<file path="config.mk">
export PLATFORM = sky130hd
export DESIGN_NAME = hyb_fifo_mgr
export DESIGN_NICKNAME = d
export VERILOG_FILES = /design/src/rtl/hyb_pkg.sv /design/src/rtl/hyb_tail_stage.sv /design/src/rtl/hyb_bulk_store.sv /design/src/rtl/hyb_head_cache.sv /design/src/rtl/hyb_refill_arb.sv /design/src/rtl/hyb_fifo_mgr.sv
export SDC_FILE = /design/constraint.sdc
export NUM_CORES = 2
export LEC_CHECK = 0
export BUFFER_PORTS_ARGS = -buffer_cell sky130_fd_sc_hd__clkbuf_2
export CELL_PAD_IN_SITES_DETAIL_PLACEMENT = 2
export CELL_PAD_IN_SITES_GLOBAL_PLACEMENT = 2
export CORE_MARGIN = 5
export CORE_UTILIZATION = 45
export CTS_CLUSTER_DIAMETER = 50
export DETAILED_ROUTE_END_ITERATION = 8
export PLACE_DENSITY_LB_ADDON = 0.25
export SYNTH_ARGS = -nofsm -noshare
export SYNTH_HDL_FRONTEND = slang
export SYNTH_HIERARCHICAL = 1
export SYNTH_SLANG_ARGS = --single-unit
</file>
<file path="constraint.sdc">
create_clock -name clk -period 13.9 [get_ports clk]
set_input_delay 2.78 -clock clk [delete_from_list [all_inputs] [get_ports clk]]
set_output_delay 2.78 -clock clk [all_outputs]
set_load 0.01 [all_outputs]
</file>
<file path="src/rtl/hyb_pkg.sv">
// Shared helpers for the hybrid multi-queue buffer.
// Assumes pointer arithmetic operands are already below the ring limit.
package hyb_pkg;

    // Advance a ring index by a step no larger than the ring length.
    function automatic int unsigned wrap_add(int unsigned base, int unsigned step, int unsigned lim);
        int unsigned s;
        s = base + step;
        if (s >= lim) s = s - lim;
        return s;
    endfunction

endpackage

</file>
<file path="src/rtl/hyb_tail_stage.sv">
// Back staging area: gathers arriving units per queue until a full block
// of B exists, then emits that block toward bulk storage in the same cycle.
// A drain request hands the partial contents of one queue to the front cache.
// Assumes B >= 2 and at most one arrival per cycle.
module hyb_tail_stage #(
    parameter int NQ = 4,
    parameter int W  = 8,
    parameter int B  = 4
) (
    input  logic                          clk,
    input  logic                          rst_n,
    input  logic                          in_en,
    input  logic [$clog2(NQ)-1:0]         in_q,
    input  logic [W-1:0]                  in_data,
    input  logic                          drain_en,
    input  logic [$clog2(NQ)-1:0]         drain_q,
    output logic [B*W-1:0]                drain_data,
    output logic                          flush_en,
    output logic [$clog2(NQ)-1:0]         flush_q,
    output logic [B*W-1:0]                flush_data,
    output logic [NQ-1:0][$clog2(B+1)-1:0] tcnt
);
    localparam int QW = $clog2(NQ);
    localparam int CW = $clog2(B+1);

    logic [W-1:0] tmem [NQ][B-1];
    logic         collide;

    // Decide whether the arrival completes a block or lands in a drained area.
    always_comb begin
        collide  = drain_en && (drain_q == in_q);
        flush_en = in_en && !collide && (tcnt[in_q] == CW'(B-1));
        flush_q  = in_q;
        for (int j = 0; j < B-1; j++) flush_data[j*W +: W] = tmem[in_q][j];
        flush_data[(B-1)*W +: W] = in_data;
        for (int j = 0; j < B-1; j++) drain_data[j*W +: W] = tmem[drain_q][j];
        drain_data[(B-1)*W +: W] = '0;
    end

    // Per-queue fill counters.
    always_ff @(posedge clk) begin
        if (!rst_n) begin
            for (int q = 0; q < NQ; q++) tcnt[q] <= '0;
        end else begin
            if (drain_en) tcnt[drain_q] <= '0;
            if (in_en) begin
                if (collide)       tcnt[in_q] <= CW'(1);
                else if (flush_en) tcnt[in_q] <= '0;
                else               tcnt[in_q] <= tcnt[in_q] + CW'(1);
            end
        end
    end

    // Unit storage; an arrival into a drained queue restarts at slot 0.
    always_ff @(posedge clk) begin
        if (in_en && !flush_en) begin
            if (collide) tmem[in_q][0] <= in_data;
            else         tmem[in_q][tcnt[in_q]] <= in_data;
        end
    end

endmodule

</file>
<file path="src/rtl/hyb_bulk_store.sv">
// Behavioural wide bulk memory: one ring of BD blocks per queue, each block
// B units of a single queue. One block write and one block read per cycle at
// most; reads are only issued in refill slots by the caller.
// Assumes the caller never writes a full ring nor reads an empty one.
module hyb_bulk_store #(
    parameter int NQ = 4,
    parameter int W  = 8,
    parameter int B  = 4,
    parameter int BD = 16
) (
    input  logic                            clk,
    input  logic                            rst_n,
    input  logic                            put_en,
    input  logic [$clog2(NQ)-1:0]           put_q,
    input  logic [B*W-1:0]                  put_data,
    input  logic                            take_en,
    input  logic [$clog2(NQ)-1:0]           take_q,
    output logic [B*W-1:0]                  take_data,
    output logic [NQ-1:0][$clog2(BD+1)-1:0] bcnt
);
    import hyb_pkg::*;
    localparam int QW  = $clog2(NQ);
    localparam int BPW = $clog2(BD);
    localparam int BCW = $clog2(BD+1);

    logic [B*W-1:0] mem [NQ][BD];
    logic [BPW-1:0] wp [NQ];
    logic [BPW-1:0] rp [NQ];
    logic [NQ-1:0][BCW-1:0] bcnt_nxt;

    // Oldest block of the queue being read.
    assign take_data = mem[take_q][rp[take_q]];

    // Next block counts per queue.
    always_comb begin
        for (int q = 0; q < NQ; q++)
            bcnt_nxt[q] = bcnt[q]
                        + ((put_en  && put_q  == QW'(q)) ? BCW'(1) : BCW'(0))
                        - ((take_en && take_q == QW'(q)) ? BCW'(1) : BCW'(0));
    end

    // Ring pointers and counts.
    always_ff @(posedge clk) begin
        if (!rst_n) begin
            for (int q = 0; q < NQ; q++) begin
                wp[q]   <= '0;
                rp[q]   <= '0;
                bcnt[q] <= '0;
            end
        end else begin
            if (put_en)  wp[put_q]  <= BPW'(wrap_add(32'(wp[put_q]), 1, BD));
            if (take_en) rp[take_q] <= BPW'(wrap_add(32'(rp[take_q]), 1, BD));
            bcnt <= bcnt_nxt;
        end
    end

    // Block storage write.
    always_ff @(posedge clk) begin
        if (put_en) mem[put_q][wp[put_q]] <= put_data;
    end

endmodule

</file>
<file path="src/rtl/hyb_head_cache.sv">
// Front cache: one ring of HCAP units per queue. Accepts up to B units for one
// queue per cycle and serves one unit per cycle with a registered response.
// Assumes the caller never fills beyond HCAP.
module hyb_head_cache #(
    parameter int NQ   = 4,
    parameter int W    = 8,
    parameter int B    = 4,
    parameter int HCAP = 14
) (
    input  logic                              clk,
    input  logic                              rst_n,
    input  logic                              fill_en,
    input  logic [$clog2(NQ)-1:0]             fill_q,
    input  logic [$clog2(B+1)-1:0]            fill_cnt,
    input  logic [B*W-1:0]                    fill_data,
    input  logic                              pop_en,
    input  logic [$clog2(NQ)-1:0]             pop_q,
    output logic                              out_valid,
    output logic [W-1:0]                      out_data,
    output logic                              miss,
    output logic [NQ-1:0][$clog2(HCAP+1)-1:0] occ
);
    import hyb_pkg::*;
    localparam int QW = $clog2(NQ);
    localparam int PW = $clog2(HCAP);
    localparam int OW = $clog2(HCAP+1);

    logic [W-1:0]  mem [NQ][HCAP];
    logic [PW-1:0] wp [NQ];
    logic [PW-1:0] rp [NQ];
    logic [PW-1:0] slot_idx [B];
    logic [NQ-1:0][OW-1:0] occ_nxt;
    logic          hit;

    // Request outcome and destination slots of an incoming fill.
    always_comb begin
        hit  = pop_en && (occ[pop_q] != '0);
        miss = pop_en && (occ[pop_q] == '0);
        for (int j = 0; j < B; j++)
            slot_idx[j] = PW'(wrap_add(32'(wp[fill_q]), j, HCAP));
        for (int q = 0; q < NQ; q++)
            occ_nxt[q] = occ[q]
                       + ((fill_en && fill_q == QW'(q)) ? OW'(fill_cnt) : OW'(0))
                       - ((hit && pop_q == QW'(q)) ? OW'(1) : OW'(0));
    end

    // Pointers, occupancy and registered response.
    always_ff @(posedge clk) begin
        if (!rst_n) begin
            for (int q = 0; q < NQ; q++) begin
                wp[q] <= '0;
                rp[q] <= '0;
            end
            occ       <= '0;
            out_valid <= 1'b0;
            out_data  <= '0;
        end else begin
            out_valid <= hit;
            if (hit) begin
                out_data  <= mem[pop_q][rp[pop_q]];
                rp[pop_q] <= PW'(wrap_add(32'(rp[pop_q]), 1, HCAP));
            end
            if (fill_en) wp[fill_q] <= PW'(wrap_add(32'(wp[fill_q]), 32'(fill_cnt), HCAP));
            occ <= occ_nxt;
        end
    end

    // Unit storage write for the leading fill_cnt units of the block.
    always_ff @(posedge clk) begin
        if (fill_en) begin
            for (int j = 0; j < B; j++)
                if (j < int'(fill_cnt)) mem[fill_q][slot_idx[j]] <= fill_data[j*W +: W];
        end
    end

endmodule

</file>
<file path="src/rtl/hyb_refill_arb.sv">
// Refill arbiter: opens a slot every PERIOD cycles and grants the eligible
// queue with the largest front-cache deficit, lowest index on ties. A grant
// to a queue with an empty bulk ring is a direct back-to-front move.
// Assumes PERIOD >= 2.
module hyb_refill_arb #(
    parameter int NQ     = 4,
    parameter int B      = 4,
    parameter int HCAP   = 14,
    parameter int BD     = 16,
    parameter int PERIOD = 4
) (
    input  logic                              clk,
    input  logic                              rst_n,
    input  logic [NQ-1:0][$clog2(HCAP+1)-1:0] occ,
    input  logic [NQ-1:0][$clog2(BD+1)-1:0]   bcnt,
    input  logic [NQ-1:0][$clog2(B+1)-1:0]    tcnt,
    output logic                              grant_en,
    output logic [$clog2(NQ)-1:0]             grant_q,
    output logic                              grant_byp
);
    localparam int QW  = $clog2(NQ);
    localparam int PCW = $clog2(PERIOD);

    logic [PCW-1:0] slot_cnt;
    logic           found;
    logic           from_bulk;
    logic           from_tail;
    int             def;
    int             best;

    // Slot timer.
    always_ff @(posedge clk) begin
        if (!rst_n) slot_cnt <= '0;
        else        slot_cnt <= (slot_cnt == PCW'(PERIOD-1)) ? '0 : slot_cnt + PCW'(1);
    end

    // Largest-deficit search over eligible queues.
    always_comb begin
        found     = 1'b0;
        best      = 0;
        grant_q   = '0;
        grant_byp = 1'b0;
        def       = 0;
        from_bulk = 1'b0;
        from_tail = 1'b0;
        for (int i = 0; i < NQ; i++) begin
            def       = HCAP - int'(occ[i]);
            from_bulk = (bcnt[i] != '0) && (def >= B);
            from_tail = (bcnt[i] == '0) && (tcnt[i] != '0) && (def >= int'(tcnt[i]));
            if ((from_bulk || from_tail) && (!found || def > best)) begin
                found     = 1'b1;
                best      = def;
                grant_q   = QW'(i);
                grant_byp = from_tail;
            end
        end
        grant_en = found && (slot_cnt == '0);
    end

endmodule

</file>
<file path="src/rtl/hyb_fifo_mgr.sv">
// Top of the hybrid multi-queue buffer: back staging area, bulk block store,
// front caches and the deficit-driven refill arbiter.
// Assumes NQ >= 2, B >= 2, PERIOD >= 2 and HCAP >= B; bulk depth BD must
// cover the deepest backlog the environment creates.
module hyb_fifo_mgr #(
    parameter int NQ     = 4,
    parameter int W      = 8,
    parameter int B      = 4,
    parameter int HCAP   = 14,
    parameter int BD     = 16,
    parameter int PERIOD = 4
) (
    input  logic                  clk,
    input  logic                  rst_n,
    input  logic                  enq_valid,
    input  logic [$clog2(NQ)-1:0] enq_queue,
    input  logic [W-1:0]          enq_unit,
    input  logic                  deq_req,
    input  logic [$clog2(NQ)-1:0] deq_queue,
    output logic                  deq_valid,
    output logic [W-1:0]          deq_unit,
    output logic                  underrun
);
    localparam int QW  = $clog2(NQ);
    localparam int CW  = $clog2(B+1);
    localparam int OW  = $clog2(HCAP+1);
    localparam int BCW = $clog2(BD+1);

    logic [NQ-1:0][OW-1:0]  head_occ;
    logic [NQ-1:0][BCW-1:0] bulk_cnt;
    logic [NQ-1:0][CW-1:0]  tail_cnt;
    logic                   grant_en;
    logic [QW-1:0]          grant_q;
    logic                   grant_byp;
    logic                   flush_en;
    logic [QW-1:0]          flush_q;
    logic [B*W-1:0]         flush_data;
    logic [B*W-1:0]         bulk_data;
    logic [B*W-1:0]         tail_data;
    logic [B*W-1:0]         fill_data;
    logic [CW-1:0]          fill_cnt;
    logic                   miss;

    hyb_tail_stage #(.NQ(NQ), .W(W), .B(B)) u_tail (
        .clk(clk), .rst_n(rst_n),
        .in_en(enq_valid), .in_q(enq_queue), .in_data(enq_unit),
        .drain_en(grant_en && grant_byp), .drain_q(grant_q), .drain_data(tail_data),
        .flush_en(flush_en), .flush_q(flush_q), .flush_data(flush_data),
        .tcnt(tail_cnt)
    );

    hyb_bulk_store #(.NQ(NQ), .W(W), .B(B), .BD(BD)) u_bulk (
        .clk(clk), .rst_n(rst_n),
        .put_en(flush_en), .put_q(flush_q), .put_data(flush_data),
        .take_en(grant_en && !grant_byp), .take_q(grant_q), .take_data(bulk_data),
        .bcnt(bulk_cnt)
    );

    hyb_refill_arb #(.NQ(NQ), .B(B), .HCAP(HCAP), .BD(BD), .PERIOD(PERIOD)) u_arb (
        .clk(clk), .rst_n(rst_n),
        .occ(head_occ), .bcnt(bulk_cnt), .tcnt(tail_cnt),
        .grant_en(grant_en), .grant_q(grant_q), .grant_byp(grant_byp)
    );

    // Refill source select: whole bulk block or partial back-area contents.
    always_comb begin
        fill_data = grant_byp ? tail_data : bulk_data;
        fill_cnt  = grant_byp ? tail_cnt[grant_q] : CW'(B);
    end

    hyb_head_cache #(.NQ(NQ), .W(W), .B(B), .HCAP(HCAP)) u_head (
        .clk(clk), .rst_n(rst_n),
        .fill_en(grant_en), .fill_q(grant_q), .fill_cnt(fill_cnt), .fill_data(fill_data),
        .pop_en(deq_req), .pop_q(deq_queue),
        .out_valid(deq_valid), .out_data(deq_unit), .miss(miss),
        .occ(head_occ)
    );

    // Sticky underrun flag.
    always_ff @(posedge clk) begin
        if (!rst_n)    underrun <= 1'b0;
        else if (miss) underrun <= 1'b1;
    end

endmodule

</file>
; After elaboration in Yosys (flattened, before gate mapping)
; Memories as Yosys holds them, arrays and structs flattened.
; Index checks and enable logic that the tools add are counted.
[totals]
ram_bits = 2656
memories = 7
out_inout_bits = 10
regBits = 60
in_bits = 16
[memory_table]
columns = memory, words, width, read_ports, rd_clocked_by_memory_dff, write_ports, line_no
row1 = u_bulk.mem, 4, 512, 1, 0, 1, hyb_bulk_store.sv:26  ; logic [B*W-1:0] mem [NQ][BD];
row2 = u_head.mem, 4, 112, 1, 0, 1, hyb_head_cache.sv:28  ; logic [W-1:0] mem [NQ][HCAP];
row3 = u_tail.tmem, 4, 24, 2, 0, 1, hyb_tail_stage.sv:26  ; logic [W-1:0] tmem [NQ][B-1];
row4 = u_bulk.rp, 4, 4, 1, 0, 4, hyb_bulk_store.sv:28  ; logic [BPW-1:0] rp [NQ];
row5 = u_bulk.wp, 4, 4, 1, 0, 4, hyb_bulk_store.sv:27  ; logic [BPW-1:0] wp [NQ];
row6 = u_head.rp, 4, 4, 1, 0, 4, hyb_head_cache.sv:30  ; logic [PW-1:0] rp [NQ];
row7 = 1 more memories, n/a, n/a, n/a, n/a, n/a, n/a
[op_classes]
n_lt_le_gt_ge = 42
mux = 470
n_reduce_logical = 84
n_bitwise = 360
add_sub_neg = 37
n_eq_ne = 12
[ops]
columns = operator, n
row1 = two-way mux 512 bit, 1
row2 = two-way mux 112 bit, 4
row3 = two-way mux 1 bit, 395
row4 = bitwise OR 1 bit, 344
row5 = two-way mux 32 bit, 7
row6 = binary-select mux 32 bit (select 4 bit), 1
row7 = demux 32 bit (select 4 bit), 1
row8 = demux 8 bit (select 4 bit), 4
row9 = >= comparator 32 x 4 -> 1 bit, 4
row10 = >= comparator 32 x 4 -> 1 bit (second input constant), 4
row11 = > comparator 32 bit, 3
row12 = two-way mux 4 bit, 21
row13 = two-way mux 12 bit, 5
row14 = two-way mux 8 bit, 7
row15 = logical AND 1 bit, 48
row16 = >= comparator 5 bit (second input constant), 9
row17 = NOT 4 -> 5 bit, 7
row18 = binary-select mux 8 bit (select 4 bit), 1
row19 = two-way mux 3 bit, 9
row20 = >= comparator 5 x 4 -> 1 bit (second input constant), 5
row21 = less-than comparator 5 x 1 -> 1 bit (second input constant), 5
row22 = AND 12 bit, 2
row23 = two-way mux 24 bit, 1
row24 = NOT 12 bit, 2
row25 = 44 further kinds, 115

; Longest topological paths before layout
; An unclocked memory read counts as a cell.
[depth]
word_depth = 30
mapped_depth = 50
mapped_depth_nobuf = 46

; Cells and area by module
; Netlist, hierarchy kept.
[by_module_without_submodules]
columns = mod, cells_per_inst, area_per_inst_um2, seq_area_each_um2, n_inst
row1 = hyb_bulk_store, 3660, 81689.6, 62860.3, 1
row2 = hyb_head_cache, 1877, 25384.3, 14914.3, 1
row3 = hyb_tail_stage, 271, 5002.3, 3123.0, 1
row4 = hyb_refill_arb, 169, 1368.8, 40.0, 1
row5 = hyb_fifo_mgr, 46, 523.0, 20.0, 1

; Worst setup path before layout
; OpenSTA, ideal clock, no wires.
[synth_timing]
path_kind = reg-to-reg
from = reg u_head/occ[0] in the netlist's numbering
to = mem u_head/mem[0][0] in the netlist's numbering, enable pin
path_stages_with_launch = 51
setup_ns = 0.370
arrival_ns = 10.015
synth_period_minus_slack_ns = 10.385
slack_ns = 3.515
t_required_ns = 13.530
path_cell_list = dfxtp_1 ha_1 xnor2_1 ha_1 a21oi_1 o21ai_0 a211o_1 and2_4 nand2_1 ha_1 nor2b_1 o211ai_1 a21o_1 o2111ai_2 nand2_4 mux2i_1 inv_1 ha_1 [... 15 more ...] buf_6 mux2_4 mux2i_4 inv_2 clkbuf_1 ha_1 clkbuf_1 xor2_1 ha_1 clkbuf_1 a221oi_1 o21a_1 mux2i_1 buf_2 nor2b_1 buf_1 nor3b_1 nor2_1
[synth_via]
elab_chain_cells = 30
[synth_lines]
columns = element, line_no
row1 = start: declaration, hyb_head_cache.sv:21  ; output logic [NQ-1:0][$clog2(HCAP+1)-1:0] occ
row2 = start signal: assignment, hyb_head_cache.sv:64  ; occ <= occ_nxt;
row3 = subtractor 4 x 4 -> 5 bit (*), hyb_refill_arb.sv:47  ; def = HCAP - int'(occ[i]);
row4 = ">= comparator 32 x 4 -> 1 bit, on equally long branches", "hyb_refill_arb.sv:48, hyb_refill_arb.sv:49"
row5 = "logical AND 1 bit, on equally long branches", "hyb_refill_arb.sv:48, hyb_refill_arb.sv:49"
row6 = logical OR 1 bit, hyb_refill_arb.sv:50  ; if ((from_bulk || from_tail) && (!found || def > best)) begin
row7 = two-way mux 32 bit or two-way mux 1 bit (tied branches), hyb_refill_arb.sv:50
row8 = > comparator 32 bit or logical NOT 1 bit (tied branches), hyb_refill_arb.sv:50
row9 = logical OR 1 bit, hyb_refill_arb.sv:50
row10 = logical AND 1 bit, hyb_refill_arb.sv:50
row11 = [... 9 more ...], n/a
row12 = net grant_q[1], hyb_fifo_mgr.sv:33  ; logic [QW-1:0] grant_q;
row13 = [... 3 more ...], n/a
row14 = two-way mux 4 bit, hyb_pkg.sv:9  ; if (s >= lim) s = s - lim;
row15 = NOT 4 -> 5 bit (implied by the code), hyb_head_cache.sv:72  ; if (j < int'(fill_cnt)) mem[fill_q][slot_idx[j]] <= fill_data[j*W +: W];
row16 = >= comparator 5 bit (implied by the code) or less-than comparator 5 x 1 -> 1 bit (tied branches), hyb_head_cache.sv:72
row17 = logical AND 1 bit (implied by the code), hyb_head_cache.sv:72
row18 = two-way mux 8 bit (implied by the code), hyb_head_cache.sv:72
row19 = demux 8 bit (select 4 bit), hyb_head_cache.sv:72
row20 = two-way mux 112 bit (implied by the code), hyb_head_cache.sv:72
row21 = bitwise OR 1 bit (no source line) (3 in series), n/a
row22 = end: declaration, hyb_head_cache.sv:28
; Mark *: on every way through the listed nets, which the timed path passes. The rest lies on a longest branch. The select of a mux whose other input is x is not followed.

; Worst setup path after layout
[layout_timing]
from = reg u_head/occ[0] in the netlist's numbering
to = mem u_head/mem[0][68] in the netlist's numbering, data pin
[layout_lines]
columns = element, line_no
row1 = subtractor 4 x 4 -> 5 bit (*), hyb_refill_arb.sv:47
row2 = ">= comparator 32 x 4 -> 1 bit, on equally long branches", "hyb_refill_arb.sv:48, hyb_refill_arb.sv:49"
row3 = "logical AND 1 bit, on equally long branches", "hyb_refill_arb.sv:48, hyb_refill_arb.sv:49"
row4 = logical OR 1 bit, hyb_refill_arb.sv:50
row5 = two-way mux 32 bit or two-way mux 1 bit (tied branches), hyb_refill_arb.sv:50
row6 = > comparator 32 bit or logical NOT 1 bit (tied branches), hyb_refill_arb.sv:50
row7 = logical OR 1 bit, hyb_refill_arb.sv:50
row8 = logical AND 1 bit, hyb_refill_arb.sv:50
row9 = [... 9 more ...], n/a
row10 = net grant_q[1], hyb_fifo_mgr.sv:33
row11 = memory (4 x 4 bit), n/a
row12 = NOT 4 -> 5 bit (implied by the code), hyb_bulk_store.sv:32  ; assign take_data = mem[take_q][rp[take_q]];
row13 = binary-select mux 32 bit (select 4 bit) (*), hyb_bulk_store.sv:32
row14 = two-way mux 32 bit (implied by the code) (*) (2 in series), hyb_bulk_store.sv:32
row15 = net bulk_data[12], hyb_fifo_mgr.sv:38  ; logic [B*W-1:0] bulk_data;
row16 = two-way mux 32 bit (*), hyb_fifo_mgr.sv:67  ; fill_data = grant_byp ? tail_data : bulk_data;
row17 = net fill_data[12], hyb_fifo_mgr.sv:40  ; logic [B*W-1:0] fill_data;
row18 = two-way mux 1 bit (no source line) (*) (3 in series), n/a
; Marked as above.

==> metrics.cfg <==
[critical_path]
r2r_setup_slack_ps=1160
critPathLaunchType=register
reg2reg_to=u_head/mem[0][68]$_DFFE_PP_
critPathMaxFanout=79
crit_top_cell=ha_1
cp.arrival_ps=13380
worstPathRequired_ps=14540
worst_path_max_delay_cell=buf_4
r2r_start=u_head/occ[0]$_SDFF_PN0_
critPathCaptureType=register
max_stage_delay_ps=720
r2r_cells=43
criticalPathCategory=reg -> reg

[die]
io_pins=26
start_util_pct=45.3
die_x_um=513
dieArea_sq_um=263000
num_rows=184
die_h_um=513
core-area_sq_um=252000

[placed_design]
place_hpwl_mm=251
placed_cell_area_sq_um=119000
placed_cells=9234
place.gp.congestion=0.866
numPortBuffers=25

[clock_tree]
cts_resized=0
cts_tree=built
h-tree-depth=5
clock_sinks=2716
clkSlewWorstSetupHoldPaths_ps=50
cts_setup_buffers=0
cts_root_buf=clkbuf_16
clk_latency_ps=1000
hold_buffers=0
clock_path_buffers=4
cts_buffers=337

[sta]
hold_viol_final=0
setup_viol=0
tightest_slew_ps=1280
relSlewSlack_pct=14.8
clock_skew_ps=86.2
rsz0062_at_grt=no
finalSetupTns_ps=0
drv_slew=0
period_share_pct=91.7
min_period_ps=12740
whs_ps=461
max_freq_mhz=78.5

[synth]
syn_area_per_cell_sq_um=18.9
synth_edf_count=2656
synthAdderAreaFrac_pct=1.33
syn_inst=6023
async_flop_share_pct=0
synthTopCellsByArea=edfxtp_1 70%, mux4_2 14%, mux2i_1 3.1%
ys.flop_type=edfxtp_1
ys_seq_elements=2716
yosys.area.top_type_share_pct=70.0
netlist_area_sq_um=114000
yosysTopAreaCell=edfxtp_1
synth.area.mux_share_pct=17.8
ys_seq_area_share_pct=71.0
synth_compound_area_share_pct=3.62
ys.warnings.count=6
synth_xor_area_share_pct=0.481
synthSimpleGateAreaFrac_pct=3.77
synth_top_family_by_area=multiplexers
ys_types=91

[flow_run]
max-cap-violations=0

[layout]
final_cells=9838
synthToLayoutAreaGrowth_pct=13.8
drive_gt1_share_pct=25.5
design_area_sq_um=130000
final_nets=6357

[grt]
grt_pass1_vias=69800
grt_pass1_wl_mm=583
antenna_found_initial=36
grt_max_degree=128
grt_overflow=0
grt_usage_pct=31.5

[route]
detail_route.wl_per_cell_um=42.3
vias_per_cell=6.66
ant_nets=0
drt-pass1-iter-count=6
drc=0
routed_wl_mm=417
drt-initial-drc-count=8724
vias=65600

[worst_hold_path]
hold_start=u_arb/slot_cnt[0]$_SDFF_PP0_
holdPathEnd=u_arb/slot_cnt[0]$_SDFF_PP0_
hold_depth=1
hold_path.class=reg -> reg

[outcome]
status=complete, no violations

-- through the flow --
step	setup slack, ps	util (%)
finish	1160	51.6
global route	541	51.5
CTS	1420	51.5
detailed placement	1570	47.2
global placement	1660	47.2
floorplan	3520	-
-- Yosys cell counts, types with 32 or more instances --
library cell and number:
a21oi_1 119, a221oi_1 65, a22oi_1 33, a32oi_1 40
and2_1 48, buf_2 105, buf_4 42, clkbuf_1 192
dfxtp_1 60, edfxtp_1 2656, ha_1 107, inv_1 111
mux2_2 92, mux2i_1 352, mux4_2 688, nand2_1 244
nand3_1 106, nor2_1 308, nor2b_1 63, o2111ai_1 32
o21ai_0 52, o22ai_1 52, o31ai_1 68, xnor2_1 40
-- metal layers --
metal | GRT usage [%] | share of wire (%)
met3 | 6.20 | 8.0
met4 | 17.5 | 6.8
met1 | 39.0 | 36
met5 | 0 | 0.0091
met2 | 52.3 | 49
-- cell type report --
class / instances / area (sq um)
Sequential cell: 2716 / 81000
Clock inverter: 202 / 2070
Clock buffer: 390 / 8800
Inverter: 113 / 424
Tap cell: 3348 / 4190
Antenna cell: 12 / 30.0
Multi-Input combinational cell: 2818 / 31300
Fill cell: 21800 / 122000
Timing Repair Buffer: 239 / 1940
-- critical path, delay by kind of cell (launching register included) --
family / cells / cell delay (ps)
compound gates: 19 / 4390
xor+xnor: 1 / 380
fa+ha+maj: 5 / 1460
buf+inv: 4 / 1960
flops: 1 / 360
mux: 5 / 1520
simple gates: 9 / 2020
-- placed cells by master (no fill, tap or decap), types with 24 or more instances in the layout --
master and instances:
edfxtp_1 2656, buf_4 202, o2111ai_1 32, ha_1 107, mux4_2 682, clkinv_1 49
clkinvlp_4 25, a22oi_1 33, nor2b_1 61, dfxtp_1 60, o21ai_0 52, inv_1 111
clkbuf_16 344, nand2_1 243, mux2_2 92, a21oi_1 118, a221oi_1 65, bufinv_16 33
a32oi_1 40, nand2b_1 24, clkinv_2 40, nor2_1 242, and2_1 49, o31ai_1 68
nor2_4 65, mux2i_1 352, nand3_1 106, xnor2_1 40, clkbuf_1 44, o22ai_1 51
-- sequential cells by signal (all words and copies together), names as in the netlist --
name and flops:
u_bulk/wp 16, u_bulk/rp 16, u_head/mem 448, u_tail/tmem 96, u_head/out_valid 1, u_arb/slot_cnt 2, u_tail/tcnt 12, u_head/wp 16
u_head/occ 16, u_bulk/mem 2048, underrun 1, u_head/rp 16, u_head/out_data 8, u_bulk/bcnt 20
-- worst max path at each step --
stage                              from                     endpoint  depth (start not counted)  slack (ps)
6_report       u_head/occ[0]$_SDFF_PN0_  u_head/mem[0][68]$_DFFE_PP_                         43        1160
5_1_grt        u_head/occ[0]$_SDFF_PN0_  u_head/mem[3][77]$_DFFE_PP_                         45         540
4_1_cts        u_head/occ[0]$_SDFF_PN0_  u_head/mem[3][76]$_DFFE_PP_                         43        1420
3_5_place_dp   u_head/occ[0]$_SDFF_PN0_  u_head/mem[0][97]$_DFFE_PP_                         42        1570
3_3_place_gp   u_head/occ[0]$_SDFF_PN0_  u_head/mem[0][97]$_DFFE_PP_                         42        1660
2_1_floorplan  u_head/occ[0]$_SDFF_PN0_   u_head/mem[0][0]$_DFFE_PP_                         50        3520
-- logic make-up after synthesis --
kind of cell | after synthesis
flip-flops | 2716
multiplexers | 1141
AND/OR/NAND/NOR | 910
AO/OA/AOI/OAI | 580
buffers and inverters | 498
adder cells (fa/ha/maj) | 116
XOR/XNOR | 60
other | 2
Power is left out: the tool's default activity adds up to more than one toggle a clock period on the data nets, which glitch-free logic cannot reach.
